`src/rtl/burst_pkg.sv`:
```
package burst_pkg;

  typedef enum logic [1:0] {
    OP_HOLD  = 2'd0,
    OP_INC   = 2'd1,
    OP_LOAD  = 2'd2,
    OP_CLEAR = 2'd3
  } burst_op_e;

  // Fixed precedence: clear, then load, then increment, else hold.
  function automatic burst_op_e pick_op(input logic clr_n,
                                        input logic stb_n,
                                        input logic cnt_n);
    burst_op_e op;
    if (!clr_n)      op = OP_CLEAR;
    else if (!stb_n) op = OP_LOAD;
    else if (!cnt_n) op = OP_INC;
    else             op = OP_HOLD;
    return op;
  endfunction

endpackage

```
`src/rtl/burst_ctl_decode.sv`:
```
module burst_ctl_decode
  import burst_pkg::*;
(
  input  logic      strobe_n,
  input  logic      count_en_n,
  input  logic      clear_n,
  output burst_op_e op_o,
  output logic      sel_clr_o,
  output logic      sel_ld_o,
  output logic      sel_inc_o
);

  always_comb begin
    op_o      = pick_op(clear_n, strobe_n, count_en_n);
    sel_clr_o = (op_o == OP_CLEAR);
    sel_ld_o  = (op_o == OP_LOAD);
    sel_inc_o = (op_o == OP_INC);
  end

endmodule

```
`src/rtl/burst_incr.sv`:
```
module burst_incr #(
  parameter int ADDR_W = 16
) (
  input  logic [ADDR_W-1:0] a_i,
  output logic [ADDR_W-1:0] sum_o,
  output logic              carry_o
);

  logic [ADDR_W:0] carry;

  assign carry[0] = 1'b1;

  // One half-adder stage per address bit. The final carry marks the wrap.
  for (genvar i = 0; i < ADDR_W; i++) begin : g_stage
    assign sum_o[i]   = a_i[i] ^ carry[i];
    assign carry[i+1] = a_i[i] & carry[i];
  end

  assign carry_o = carry[ADDR_W];

endmodule

```
`src/rtl/burst_addr_reg.sv`:
```
module burst_addr_reg #(
  parameter int ADDR_W = 16
) (
  input  logic              clk,
  input  logic              rst_n,
  input  logic              sel_clr_i,
  input  logic              sel_ld_i,
  input  logic              sel_inc_i,
  input  logic [ADDR_W-1:0] load_val_i,
  input  logic [ADDR_W-1:0] inc_val_i,
  output logic [ADDR_W-1:0] q_o
);

  localparam logic [ADDR_W-1:0] ZERO = '0;

  logic [ADDR_W-1:0] d;

  always_comb begin
    d = q_o;
    if (sel_clr_i)      d = ZERO;
    else if (sel_ld_i)  d = load_val_i;
    else if (sel_inc_i) d = inc_val_i;
  end

  always_ff @(posedge clk or negedge rst_n) begin
    if (!rst_n) q_o <= ZERO;
    else        q_o <= d;
  end

  AST_SEL_EXCLUSIVE: assert property (@(posedge clk) disable iff (!rst_n)
    $onehot0({sel_clr_i, sel_ld_i, sel_inc_i}));

endmodule

```
`src/rtl/burst_addr_gen.sv`:
```
module burst_addr_gen
  import burst_pkg::*;
#(
  parameter int ADDR_W = 16
) (
  input  logic              clk,
  input  logic              rst_n,
  input  logic [ADDR_W-1:0] ext_addr,
  input  logic              strobe_n,
  input  logic              count_en_n,
  input  logic              clear_n,
  output logic [ADDR_W-1:0] burst_addr
);

  localparam logic [ADDR_W-1:0] ONE      = {{(ADDR_W-1){1'b0}}, 1'b1};
  localparam logic [ADDR_W-1:0] ALL_ONES = '1;

  burst_op_e         op;
  logic              sel_clr, sel_ld, sel_inc;
  logic [ADDR_W-1:0] inc_val;
  logic              wrap_evt;

  burst_ctl_decode u_dec (
    .strobe_n   (strobe_n),
    .count_en_n (count_en_n),
    .clear_n    (clear_n),
    .op_o       (op),
    .sel_clr_o  (sel_clr),
    .sel_ld_o   (sel_ld),
    .sel_inc_o  (sel_inc)
  );

  burst_incr #(.ADDR_W(ADDR_W)) u_inc (
    .a_i     (burst_addr),
    .sum_o   (inc_val),
    .carry_o (wrap_evt)
  );

  burst_addr_reg #(.ADDR_W(ADDR_W)) u_reg (
    .clk        (clk),
    .rst_n      (rst_n),
    .sel_clr_i  (sel_clr),
    .sel_ld_i   (sel_ld),
    .sel_inc_i  (sel_inc),
    .load_val_i (ext_addr),
    .inc_val_i  (inc_val),
    .q_o        (burst_addr)
  );

  AST_CLEAR_ZERO: assert property (@(posedge clk) disable iff (!rst_n)
    !clear_n |=> burst_addr == '0);

  AST_LOAD_TAKES_EXT: assert property (@(posedge clk) disable iff (!rst_n)
    (clear_n && !strobe_n) |=> burst_addr == $past(ext_addr));

  AST_INC_BY_ONE: assert property (@(posedge clk) disable iff (!rst_n)
    (clear_n && strobe_n && !count_en_n) |=> burst_addr == $past(burst_addr) + ONE);

  AST_HOLD_STABLE: assert property (@(posedge clk) disable iff (!rst_n)
    (clear_n && strobe_n && count_en_n) |=> $stable(burst_addr));

  AST_WRAP_TO_ZERO: assert property (@(posedge clk) disable iff (!rst_n)
    (op == OP_INC && wrap_evt) |=> burst_addr == '0);

  AST_WRAP_ONLY_AT_TOP: assert property (@(posedge clk) disable iff (!rst_n)
    wrap_evt |-> burst_addr == ALL_ONES);

endmodule

```
`config.mk`:
```
export PLATFORM = sky130hd
export DESIGN_NAME = burst_addr_gen
export DESIGN_NICKNAME = d
export VERILOG_FILES = /design/src/rtl/burst_pkg.sv /design/src/rtl/burst_ctl_decode.sv /design/src/rtl/burst_incr.sv /design/src/rtl/burst_addr_reg.sv /design/src/rtl/burst_addr_gen.sv
export SDC_FILE = /design/constraint.sdc
export NUM_CORES = 1
export LEC_CHECK = 0
export BUFFER_PORTS_ARGS = -buffer_cell sky130_fd_sc_hd__buf_2
export CAP_MARGIN = 40
export CORE_MARGIN = 2
export CORE_UTILIZATION = 53
export CTS_CLUSTER_SIZE = 28
export DETAILED_ROUTE_END_ITERATION = 10
export PLACE_DENSITY = 0.82
export SYNTH_ARGS = -nofsm -noshare
export SYNTH_HDL_FRONTEND = slang
export SYNTH_HIERARCHICAL = 1
export SYNTH_SLANG_ARGS = --single-unit
```
`constraint.sdc`:
```
create_clock -name clk -period 6.7 [get_ports clk]
set_input_delay 0.335 -clock clk [delete_from_list [all_inputs] [get_ports clk]]
set_output_delay 0.335 -clock clk [all_outputs]
set_load 0.01 [all_outputs]
```
Word level (Yosys, flattened, before mapping)

Cells that the tools add are included.

Register bits: 16
Bits of input ports: 21
Output and inout port bits: 16

Equal/unequal tests: 3
Mux-type cells: 6
Bitwise gates (word level): 30
Reductions and logical operators: 1

Operator list:

| operator                                      | count |
|---|---|
| two-way mux 16 bit                            | 3 |
| bitwise XOR 1 bit                             | 15 |
| AND 1 bit                                     | 14 |
| == test 2 bit, second input constant          | 2 |
| two-way mux 2 bit                             | 2 |
| nonzero test 3 bit                            | 1 |
| == test 2 x 1 -> 1 bit, second input constant | 1 |
| two-way mux 1 bit                             | 1 |
| NOT 1 bit                                     | 1 |

Longest topological paths before layout

Depth after elaboration: 18
Depth in mapped cells: 17
Mapped depth without buffers: 17

Modules after synthesis

The synthesis kept the hierarchy.

Modules (own cells, without submodules):

| module           | times used | cells an instance | area an instance (µm²) | seq. area each (µm²) |
|---|---|---|---|---|
| burst_addr_reg   | 1          | 71                | 885.8                  | 400.4 |
| burst_incr       | 1          | 16                | 191.4                  | 0.0 |
| burst_ctl_decode | 1          | 6                 | 30.0                   | 0.0 |

Worst setup path after synthesis

No wires, ideal clock.

Path kind: register -> register
Start: register u_reg.q_o[0]
End: register u_reg.q_o[15]
Setup time: 0.094 ns
Arrival time: 3.374 ns
Data required time: 6.606 ns
Slack: 3.232 ns
Stages on the path, launching flop included: 18
Path buffers: 0
Path through: dfrtp_1 > ha_1 > ha_1 > ha_1 > ha_1 > ha_1 > ha_1 > ha_1 > ha_1 > ha_1 > ha_1 > ha_1 > ha_1 > ha_1 > ha_1 > ha_1 > mux2i_1 > a211oi_1

Longest elaborated chain between the ends: 18

Ends and longest elaborated chain:

| what                     | line                 | source |
|---|---|---|
| start: declaration       | burst_addr_reg.sv:11 | `output logic [ADDR_W-1:0] q_o` |
| start signal: assignment | burst_addr_reg.sv:26 | `if (!rst_n) q_o <= ZERO;` |
| start signal: assignment | burst_addr_reg.sv:27 | `else q_o <= d;` |
| AND 1 bit (14 in a row)  | burst_incr.sv:16     | `assign carry[i+1] = a_i[i] & carry[i];` |
| bitwise XOR 1 bit        | burst_incr.sv:15     | `assign sum_o[i] = a_i[i] ^ carry[i];` |
| net inc_val[15]          | burst_addr_gen.sv:20 | `logic [ADDR_W-1:0] inc_val;` |
| two-way mux 16 bit       | burst_addr_reg.sv:22 | `else if (sel_inc_i) d = inc_val_i;` |
| two-way mux 16 bit       | burst_addr_reg.sv:21 | `else if (sel_ld_i) d = load_val_i;` |
| two-way mux 16 bit       | burst_addr_reg.sv:20 | `if (sel_clr_i) d = ZERO;` |

The timed path passes the listed nets, and every way through them passes these cells. The select of a mux whose other input is x is not followed.
A chain may end at the register's enable or synchronous reset.

Worst setup path in the final report

Same ends and word-level chain as after synthesis.

==> results.md <==
- Fillers: approximately 170
- Total number of vias: approximately 800
- Finish-stage setup viols: 0
- TritonCTS Sinks: 16
- DP Area: around 1300 µm²
- Die H: a little under 50 µm
- WHS Endpoint: u_reg/q_o[12]$_DFFE_PN0P_
- R2R Setup Slk: between 3 and 4 ns
- Layout cell share with drive strength beyond 1: 0.421
- Vias/cell: around 5.3
- Resized cells post-CTS: 0
- Crit-path slowest cell: dfrtp_1
- Fin crit share: 0.550
- Setup bufs post-CTS: 0
- GR Overflow Total: 0
- Biggest regs: u_reg/q_o (16)
- Hold_buf cts: 1
- Worst VDD drop: between 0.1 and 0.15 mV
- Syn nets: around 130
- Row count: 16
- Tmin final: roughly 3.7 ns
- Depth of the most critical reg-to-reg path: 17
- Syn Area/Cell: 12.1 µm²
- Largest net degree at the start of global routing: 19
- Final instance area: roughly 1300 µm²
- Worst slew pin tran: roughly 0.8 ns
- Req. time, crit path: ~7 ns
- Most flops, register: u_reg/q_o
- Htree depth: 1
- Crit end category: register
- Post-Syn Instances: between 90 and 100
- 1st-iter DRT viols: 8
- Hold WC Path Type: in2reg
- Worst R2R End: u_reg/q_o[15]$_DFFE_PN0P_
- Clock skew: approximately 0.0031 ns
- Unrepaired setup endpoints after global routing: false
- Setup TNS: 0 ns
- FF-to-FF Start: u_reg/q_o[0]$_DFFE_PN0P_
- Core area: slightly below 2000 µm²
- Initial antenna violation count: 0
- CP Cell Sequence: ha_1, ha_1, ha_1, ha_1, ha_1, ha_1, ha_1, ha_1, ha_1, ha_1, ha_1, ha_1, ha_1, ha_1, ha_1, mux2i_1, a211oi_1
- P&R area growth vs syn: 18.5%
- GP Congestion: 0.729
- CTS root buf: clkbuf_4
- Final Hold Vio Count: 0
- PortBufs: 36
- Hold wc startpoint: ext_addr[12]
- Clock buffer count from CTS: 3
- Post-DRT Antenna Nets: 0
- Yosys warns: 6
- Clock Latency Late Sink: roughly 0.27 ns
- Initial core utilization: 0.560
- Syn Std Cell Area: around 1100 µm²
- # IOs: 37
- WL/cell: approximately 14 µm
- DPL Wire Length: 1500 µm
- Die X: 49.5 µm
- Placed insts: between 100 and 150
- Nets@finish: roughly 160
- Outcome: finished clean
- Combinational power share: 0.230
- Highest cell delay on the worst timing path: 0.41 ns
- Vias in the first global route: between 800 and 900
- Max FO, Critical Path: 4
- Drt drc: 0
- Critical Path Start Type: register
- Max reg flops: 16
- Non-Filler Instances: ~150
- Final Max Tran Viols: 0
- CTS tree: done
- Psw: ~57 µW
- Clock slew at reported path FFs: roughly 0.080 ns
- ANT cells: 0
- Clock power frac: 0.234
- First-pass GRT wire length: roughly 3500 µm
- Switching share of power: 0.280
- Leakage: 0.000672 µW
- Flop pwr share: 0.536
- Worst path most repeated cell: ha_1
- First-pass iteration count of the detailed router: 4
- Clock buffer depth: 2
- Fmax: between 0.2 and 0.3 GHz
- Critical path class: reg2reg
- Critical Path AT: 3.87 ns
- Hold Path Stages: 3
- DRT Wirelength: around 2100 µm
- Internal power: between 100 and 150 µW
- Power density over cell area: around 160 nW/µm²
- Max Cap Viol: 0
- Total GRT Usage: 0.190
- Die Area: approximately 2500 µm²
- Slew Limit Headroom: 0.449
[through the flow]
stage	hold slack, ns	setup WS, ns	power, µW	utilization
floorplan	0.0394	3.23	140	-
global placement	0.261	3.15	155	0.647
detailed placement	0.267	3.09	158	0.647
CTS	0.332	3.05	207	0.663
global route	0.348	2.82	217	0.663
finish	0.348	3.01	203	0.663
[cell usage in the layout, fill, tap and decap left out, drive strengths merged]
master and count:
a211oi 16, buf 37, clkbuf 3, dfrtp 16, dlygate4sd3 1, ha 15
inv 4, mux2i 16, nor2 1, nor2b 16, nor3 1
[routing by layer]
metal  wire length, µm  vias to the layer above  track usage
met5                 0                        -            0
met4                19                        0       0.0833
met2              1110                       17        0.349
li1                  -                      400            -
met1               874                      388        0.212
met3                72                        2       0.0303
[power groups by stage]
stage	clock network [µW]	logic, µW	registers [µW]
finish	47.4	46.8	109
global route	54.7	52.2	110
CTS	50.8	47.4	109
detailed placement	0	46.8	111
global placement	0	45.4	110
floorplan	0	26.4	113
[critical path: cells and delay by family, from the launching register on]
kind                     cells  cell delay, ns
AO/OA/AOI/OAI                1            0.24
flip-flops                   1            0.41
adder cells (fa/ha/maj)     15            2.88
multiplexers                 1            0.06
[layout make-up]
cell class	count	area (µm²)	share of cell area
clock buffers	3	22.5	0.0173
inverters	4	15.0	0.0115
flip-flops and latches	16	400	0.308
multi-input cells	65	632	0.486
repair buffers	38	198	0.152
well taps	27	33.8	0.0260
[how the worst max path moves through the flow]
stage | start | end | slack, ns | cells past startpoint
2_1_floorplan | u_reg/q_o[0]$_DFFE_PN0P_ | u_reg/q_o[15]$_DFFE_PN0P_ | 3.23 | 17
3_3_place_gp | u_reg/q_o[0]$_DFFE_PN0P_ | u_reg/q_o[15]$_DFFE_PN0P_ | 3.15 | 17
3_5_place_dp | u_reg/q_o[0]$_DFFE_PN0P_ | u_reg/q_o[15]$_DFFE_PN0P_ | 3.09 | 17
4_1_cts | u_reg/q_o[0]$_DFFE_PN0P_ | u_reg/q_o[15]$_DFFE_PN0P_ | 3.05 | 17
5_1_grt | u_reg/q_o[0]$_DFFE_PN0P_ | u_reg/q_o[15]$_DFFE_PN0P_ | 2.82 | 17
6_report | u_reg/q_o[0]$_DFFE_PN0P_ | u_reg/q_o[15]$_DFFE_PN0P_ | 3.01 | 17
Power figures use the tool's default switching activity.
